### config.mk
export PLATFORM = sky130hd
export DESIGN_NAME = dws_top
export DESIGN_NICKNAME = d
export VERILOG_FILES = /design/src/rtl/dws_pkg.sv /design/src/rtl/dws_rst_sync.sv /design/src/rtl/dws_width_pick.sv /design/src/rtl/dws_track.sv /design/src/rtl/dws_ctrl.sv /design/src/rtl/dws_top.sv
export SDC_FILE = /design/constraint.sdc
export NUM_CORES = 1
export LEC_CHECK = 0
export ABC_AREA = 1
export BUFFER_PORTS_ARGS = -buffer_cell sky130_fd_sc_hd__buf_2
export CORE_MARGIN = 3
export CORE_UTILIZATION = 56
export DETAILED_ROUTE_END_ITERATION = 10
export HOLD_SLACK_MARGIN = 0.1
export PLACE_DENSITY = 0.81
export SLEW_MARGIN = 20
export SYNTH_ARGS = -nofsm -noshare
export SYNTH_HDL_FRONTEND = slang
export SYNTH_SLANG_ARGS = --single-unit
### constraint.sdc
create_clock -name clk -period 2 [get_ports clk]
set_input_delay 0.2 -clock clk [delete_from_list [all_inputs] [get_ports clk]]
set_output_delay 0.2 -clock clk [all_outputs]
set_load 0.1 [all_outputs]
### src/rtl/dws_pkg.sv
package dws_pkg;
  typedef enum logic {
    ST_IDLE = 1'b0,
    ST_RUN  = 1'b1
  } dws_state_e;

  localparam logic [1:0] LANE_EVEN = 2'b01;
  localparam logic [1:0] LANE_ODD  = 2'b10;
  localparam logic [1:0] LANE_BOTH = 2'b11;
endpackage

### src/rtl/dws_rst_sync.sv
module dws_rst_sync #(
  parameter int STAGES = 2
) (
  input  logic clk,
  input  logic arst_ni,
  output logic rst_no
);
  logic [STAGES-1:0] chain_q;
  logic [STAGES-1:0] chain_d;

  generate
    if (STAGES == 1) begin : g_single
      assign chain_d = 1'b1;
    end else begin : g_multi
      assign chain_d = {chain_q[STAGES-2:0], 1'b1};
    end
  endgenerate

  always_ff @(posedge clk or negedge arst_ni) begin
    if (!arst_ni) chain_q <= '0;
    else          chain_q <= chain_d;
  end

  assign rst_no = chain_q[STAGES-1];
endmodule

### src/rtl/dws_width_pick.sv
module dws_width_pick
  import dws_pkg::*;
#(
  parameter int CNT_W   = 16,
  parameter int AVAIL_W = 5,
  parameter int ROOM_W  = 5
) (
  input  logic               run_i,
  input  logic               addr_lsb_i,
  input  logic [CNT_W-1:0]   rem_i,
  input  logic [AVAIL_W-1:0] avail_i,
  input  logic [ROOM_W-1:0]  room_i,
  input  logic               byte_only_i,
  output logic               go_o,
  output logic               word_o,
  output logic [1:0]         lane_o
);
  logic rem_two, avail_two, room_two;

  always_comb begin
    rem_two   = rem_i   > CNT_W'(1);
    avail_two = avail_i > AVAIL_W'(1);
    room_two  = room_i  > ROOM_W'(1);
    go_o      = run_i && (rem_i != '0) && (avail_i != '0) && (room_i != '0);
    word_o    = !byte_only_i && !addr_lsb_i && rem_two && avail_two && room_two;
    if (word_o)          lane_o = LANE_BOTH;
    else if (addr_lsb_i) lane_o = LANE_ODD;
    else                 lane_o = LANE_EVEN;
  end
endmodule

### src/rtl/dws_track.sv
module dws_track #(
  parameter int ADDR_W    = 32,
  parameter int CNT_W     = 16,
  parameter int BURST_MAX = 16,
  parameter int ROOM_W    = 5
) (
  input  logic              clk,
  input  logic              rst_n,
  input  logic              accept_i,
  input  logic              load_i,
  input  logic [ADDR_W-1:0] start_addr_i,
  input  logic [CNT_W-1:0]  byte_cnt_i,
  input  logic              fire_i,
  input  logic              word_i,
  output logic [ADDR_W-1:0] addr_o,
  output logic [CNT_W-1:0]  rem_o,
  output logic [ROOM_W-1:0] room_o
);
  logic [ADDR_W-1:0] addr_q, addr_d;
  logic [CNT_W-1:0]  rem_q, rem_d;
  logic [ROOM_W-1:0] room_q, room_d;
  logic              buf_en, room_en;

  always_comb begin
    buf_en  = (accept_i && load_i) || fire_i;
    room_en = accept_i || fire_i;
    addr_d  = addr_q;
    rem_d   = rem_q;
    room_d  = room_q;
    if (accept_i) begin
      room_d = ROOM_W'(BURST_MAX);
      if (load_i) begin
        addr_d = start_addr_i;
        rem_d  = byte_cnt_i;
      end
    end else if (fire_i) begin
      addr_d = addr_q + (word_i ? ADDR_W'(2) : ADDR_W'(1));
      rem_d  = rem_q  - (word_i ? CNT_W'(2)  : CNT_W'(1));
      room_d = room_q - (word_i ? ROOM_W'(2) : ROOM_W'(1));
    end
  end

  always_ff @(posedge clk or negedge rst_n) begin
    if (!rst_n) begin
      addr_q <= '0;
      rem_q  <= '0;
    end else if (buf_en) begin
      addr_q <= addr_d;
      rem_q  <= rem_d;
    end
  end

  always_ff @(posedge clk or negedge rst_n) begin
    if (!rst_n)       room_q <= '0;
    else if (room_en) room_q <= room_d;
  end

  assign addr_o = addr_q;
  assign rem_o  = rem_q;
  assign room_o = room_q;
endmodule

### src/rtl/dws_ctrl.sv
module dws_ctrl
  import dws_pkg::*;
(
  input  logic clk,
  input  logic rst_n,
  input  logic start_i,
  input  logic rem_zero_i,
  input  logic cap_hit_i,
  output logic run_o,
  output logic accept_o,
  output logic done_o,
  output logic pause_o
);
  dws_state_e state_q, state_d;
  logic done_q, done_d, pause_q, pause_d;

  always_comb begin
    state_d  = state_q;
    done_d   = done_q;
    pause_d  = pause_q;
    accept_o = 1'b0;
    unique case (state_q)
      ST_IDLE: begin
        if (start_i) begin
          accept_o = 1'b1;
          state_d  = ST_RUN;
          done_d   = 1'b0;
          pause_d  = 1'b0;
        end
      end
      ST_RUN: begin
        if (rem_zero_i) begin
          state_d = ST_IDLE;
          done_d  = 1'b1;
        end else if (cap_hit_i) begin
          state_d = ST_IDLE;
          pause_d = 1'b1;
        end
      end
      default: state_d = ST_IDLE;
    endcase
  end

  always_ff @(posedge clk or negedge rst_n) begin
    if (!rst_n) begin
      state_q <= ST_IDLE;
      done_q  <= 1'b0;
      pause_q <= 1'b0;
    end else begin
      state_q <= state_d;
      done_q  <= done_d;
      pause_q <= pause_d;
    end
  end

  assign run_o   = (state_q == ST_RUN);
  assign done_o  = done_q;
  assign pause_o = pause_q;
endmodule

### src/rtl/dws_top.sv
module dws_top #(
  parameter int ADDR_W      = 32,
  parameter int CNT_W       = 16,
  parameter int BURST_MAX   = 16,
  parameter int SYNC_STAGES = 2,
  localparam int AVAIL_W    = $clog2(BURST_MAX + 1),
  localparam int ROOM_W     = $clog2(BURST_MAX + 1)
) (
  input  logic               clk,
  input  logic               rst_ni,
  input  logic               start_i,
  input  logic               load_i,
  input  logic [ADDR_W-1:0]  start_addr_i,
  input  logic [CNT_W-1:0]   byte_cnt_i,
  input  logic               byte_only_i,
  input  logic [AVAIL_W-1:0] fifo_avail_i,
  input  logic               beat_ack_i,
  output logic               beat_req_o,
  output logic [ADDR_W-1:0]  beat_addr_o,
  output logic               beat_word_o,
  output logic [1:0]         beat_lane_o,
  output logic               busy_o,
  output logic               done_o,
  output logic               pause_o
);
  logic              rst_n;
  logic              run, accept, go, word, fire;
  logic [ADDR_W-1:0] addr;
  logic [CNT_W-1:0]  rem;
  logic [ROOM_W-1:0] room;

  dws_rst_sync #(.STAGES(SYNC_STAGES)) u_rst (
    .clk(clk), .arst_ni(rst_ni), .rst_no(rst_n)
  );

  dws_ctrl u_ctrl (
    .clk(clk), .rst_n(rst_n), .start_i(start_i),
    .rem_zero_i(rem == '0), .cap_hit_i(room == '0),
    .run_o(run), .accept_o(accept), .done_o(done_o), .pause_o(pause_o)
  );

  dws_width_pick #(.CNT_W(CNT_W), .AVAIL_W(AVAIL_W), .ROOM_W(ROOM_W)) u_pick (
    .run_i(run), .addr_lsb_i(addr[0]), .rem_i(rem), .avail_i(fifo_avail_i),
    .room_i(room), .byte_only_i(byte_only_i),
    .go_o(go), .word_o(word), .lane_o(beat_lane_o)
  );

  assign fire = go && beat_ack_i;

  dws_track #(.ADDR_W(ADDR_W), .CNT_W(CNT_W), .BURST_MAX(BURST_MAX), .ROOM_W(ROOM_W)) u_track (
    .clk(clk), .rst_n(rst_n), .accept_i(accept), .load_i(load_i),
    .start_addr_i(start_addr_i), .byte_cnt_i(byte_cnt_i),
    .fire_i(fire), .word_i(word),
    .addr_o(addr), .rem_o(rem), .room_o(room)
  );

  assign beat_req_o  = go;
  assign beat_addr_o = addr;
  assign beat_word_o = word;
  assign busy_o      = run;
endmodule

==> metrics.md <==
| Metric | Value |
|---|---|
| Status | finished with violations |
| Violated checks | setup timing |
| Mapped Area | between 4000 and 5000 um2 |
| Die Area | 9320 um2 |
| Worst reg2reg startpoint | u_track.rem_o[2] |
| Clock latency on the worst-skew pair | 0.36 ns |
| Pwr/cell area | 1940 nW/um2 |
| RD Place Congestion | 0.959 |
| Die width | 96.5 um |
| Via count | 5,676 |
| Final hold vios | 0 |
| Layout cells sized above 1 | 36.6% |
| Min cycle time layout | 2.83 ns |
| CP Max Fanout | 5 |
| PortBufs | 97 |
| CTS tree | yes |
| Post-route antenna net violation count | 0 |
| Yosys warnings | 0 |
| Synth Register Bits | 58 |
| Net Count, Synth | slightly below 800 |
| Nets | between 900 and 1,000 |
| Cell count after synthesis | 708 |
| CTS clock-pin slew for the worst setup and hold paths | approximately 0.080 ns |
| Final Skew | 0.0154 ns |
| Final setup fails | 55 |
| Worst IR drop on VDD | 1.96 mV |
| Inserted Clock Buffers | 9 |
| Final instance area | 6520 um2 |
| Setup crit end kind | register |
| Die height | just under 100 um |
| Post-DP HPWL | a little over 10,000 um |
| Sink Count | 58 |
| Leak pwr | 3.32 nW |
| Worst EP required | 2.22 ns |
| Hold Path Class | primary input to register |
| N_diodes | 0 |
| Slew HR | 64.7% |
| DR iter-0 viols | 665 |
| Library cell with the largest summed area after synthesis | dfrtp_1 |
| Initial Utilization | 58.5% |
| Syn avg cell area | 6.48 um2 |
| Tcrit/Tclk final | 142% |
| GRT Util Overall | 34.3% |
| Clock tree buffer depth | 2 |
| Post-synthesis sequential area ratio | 31.6% |
| Post-Place Cell Area | 5610 um2 |
| R2R Setup Slk | -0.83 ns |
| R2R Path End | u_track.room_o[4] |
| Switching fraction of total power | 59.0% |
| Synth-to-layout area growth | 42.1% |
| Post-route worst setup slack | -0.834 ns |
| Core area | 7850 um2 |
| Final slew viol count | 0 |
| F_max | 0.353 GHz |
| Number of top-level pins | between 90 and 100 |
| Global-route wire length before repair | about 25,000 um |
| DRC viols | 0 |
| Gate power share | 72.9% |
| Initial antenna violation count | 0 |
| Setup crit end | u_track.room_o[4] |
| Via count of the first global-routing pass | 5,335 |
| Max Cap Viol | 0 |
| Reg power frac | 18.8% |
| Yosys cell types | between 40 and 50 |
| Htree depth | 3 |
| Worst Reg2Reg Path Length in Cells | 15 |
| GRT overflow | 0 |
| Final WL | 17,300 um |
| Routed len/inst | between 15 and 20 um |
| Int Power | 5.19 mW |
| Final Util | between 80% and 90% |
| Switching power total | 7.48 mW |
| Largest cells by area after synthesis | dfrtp_1 32%, nand2_1 23%, nand3_1 7.7% |
| CP Launch Type | register |
| Synth top area share | 31.6% |
| Rows | 32 |
| Worst EP arrival | 3.06 ns |
| Clock network fraction of total power | 8.3% |
| Drt first pass iters | 5 |
| Cell at the root of the clock tree | clkbuf_8 |
| CP startpoint | u_track.rem_o[2] |
| Via/cell ratio | roughly 5.7 |
| Setup CP Type | register to register |
| RSZ-0062 raised after global routing | yes |
| Largest net degree at the start of global routing | 38 |
| Tightest Pin Transition | 0.529 ns |
[synth_stat cells, drive strengths merged]
cell / count
a21oi: 7
a31oi: 1
and2: 1
and3: 1
buf: 18
clkbuf: 6
conb: 1
dfrtp: 58
fa: 3
ha: 8
inv: 72
nand2: 285
nand3: 73
nand3b: 5
nand4: 9
nor2: 87
nor3: 5
nor4: 1
o21a: 1
o21ai: 47
o21bai: 3
o22ai: 1
o31ai: 1
or2: 5
xnor2: 1
xor2: 8
[metrics by stage]
stage / worst slack (ns) / hold WS [ns] / instances / setup TNS [ns] / power (mW)
floorplan: -0.934 / -0.0956 / 708 / -23.59 / 8.01
global placement: -0.550 / -0.0155 / 939 / -18.87 / 9.63
detailed placement: -0.643 / -0.0142 / 939 / -22.85 / 9.85
CTS: -0.516 / 0.140 / 974 / -20.46 / 11.6
global route: -0.913 / 0.124 / 989 / -41.60 / 13.3
finish: -0.834 / 0.122 / 989 / -36.57 / 12.7
[layout by cell type (no fill, tap or decap), drive strengths merged, types with 5 or more instances in the layout]
master,count
clkbuf,13
dfrtp,58
nand4,9
xor2,8
nor3,5
nor2,87
nand3b,5
inv,71
nand2,285
ha,8
nand3,73
or2,5
a21oi,7
buf,186
o21ai,47
[worst max-delay path, cell delays in order, from the launching register on]
cell     delay [ns]
dfrtp_1        0.41
nor2_2         0.17
inv_1          0.07
nor4_2         0.31
nand2_1        0.16
nand3_4        0.13
buf_6          0.14
buf_6          0.09
buf_6          0.10
ha_4           0.14
inv_4          0.04
fa_2           0.37
nor3_2         0.21
xor2_1         0.09
o21ai_1        0.18
nand2_1        0.09
[area by class of cell]
type	count	area, um2
Multi-Input combinational cell	554	3130
Sequential cell	58	1460
Timing Repair Buffer	187	1350
Fill cell	499	1330
Inverter	72	284
Clock buffer	13	159
Tap cell	102	128
Clock inverter	3	15.0
[registers in the layout (all words and copies together), names as in the netlist]
name / cells
u_ctrl.pause_o: 1
u_ctrl.run_o: 1
u_ctrl.done_o: 1
u_rst.chain_q: 2
u_track.rem_o: 16
u_track.addr_o: 32
u_track.room_o: 5
[cells by family (layout without fill, tap and decap cells)]
group | Yosys count | after routing | share of synthesized area [%]
adders and majority gates | 11 | 11 | 3.49
xor gates and xnor gates | 9 | 9 | 1.72
buffers and inverters | 96 | 275 | 9.71
and+or+nand+nor | 472 | 472 | 44.5
DFF | 58 | 58 | 31.6
AOI/OAI and AO/OA | 61 | 61 | 8.86
other | 1 | 1 | 0.0817
[routing by layer]
layer / track usage (%) / up-vias / routed length, um
met5: 0 / - / 0
met1: 42.5 / 2610 / 6560
li1: - / 2573 / -
met3: 7.44 / 86 / 1680
met4: 15.5 / 0 / 787
met2: 57.2 / 407 / 8220
[worst min path at each step]
stage,from,endpoint,depth (start not counted)
2_1_floorplan,rst_ni,u_rst.chain_q[0],0
3_3_place_gp,rst_ni,u_rst.chain_q[0],1
3_5_place_dp,rst_ni,u_rst.chain_q[0],1
4_1_cts,start_addr_i[13],u_track.addr_o[13],5
5_1_grt,beat_ack_i,u_track.room_o[1],3
6_report,beat_ack_i,u_track.room_o[1],3
[timing repair]
action                                  CTS  global route
cloned                                    0             0
endpoints found under the hold margin     2             0
hold buffers                              1             0
buffers inserted                         18            16
endpoints found under the setup margin   54            55
pin swaps                                29            40
resized for setup                        74            58
[power by group through the flow]
stage	clock [mW]	sequential (mW)	combinational [mW]
after floorplan	0	4.46	3.54
after global placement	0	2.29	7.34
after detailed placement	0	2.32	7.54
after CTS	1.02	2.31	8.25
after global routing	1.10	2.42	9.81
final	1.05	2.38	9.24
No activity file was read; power rests on OpenSTA's default activity.
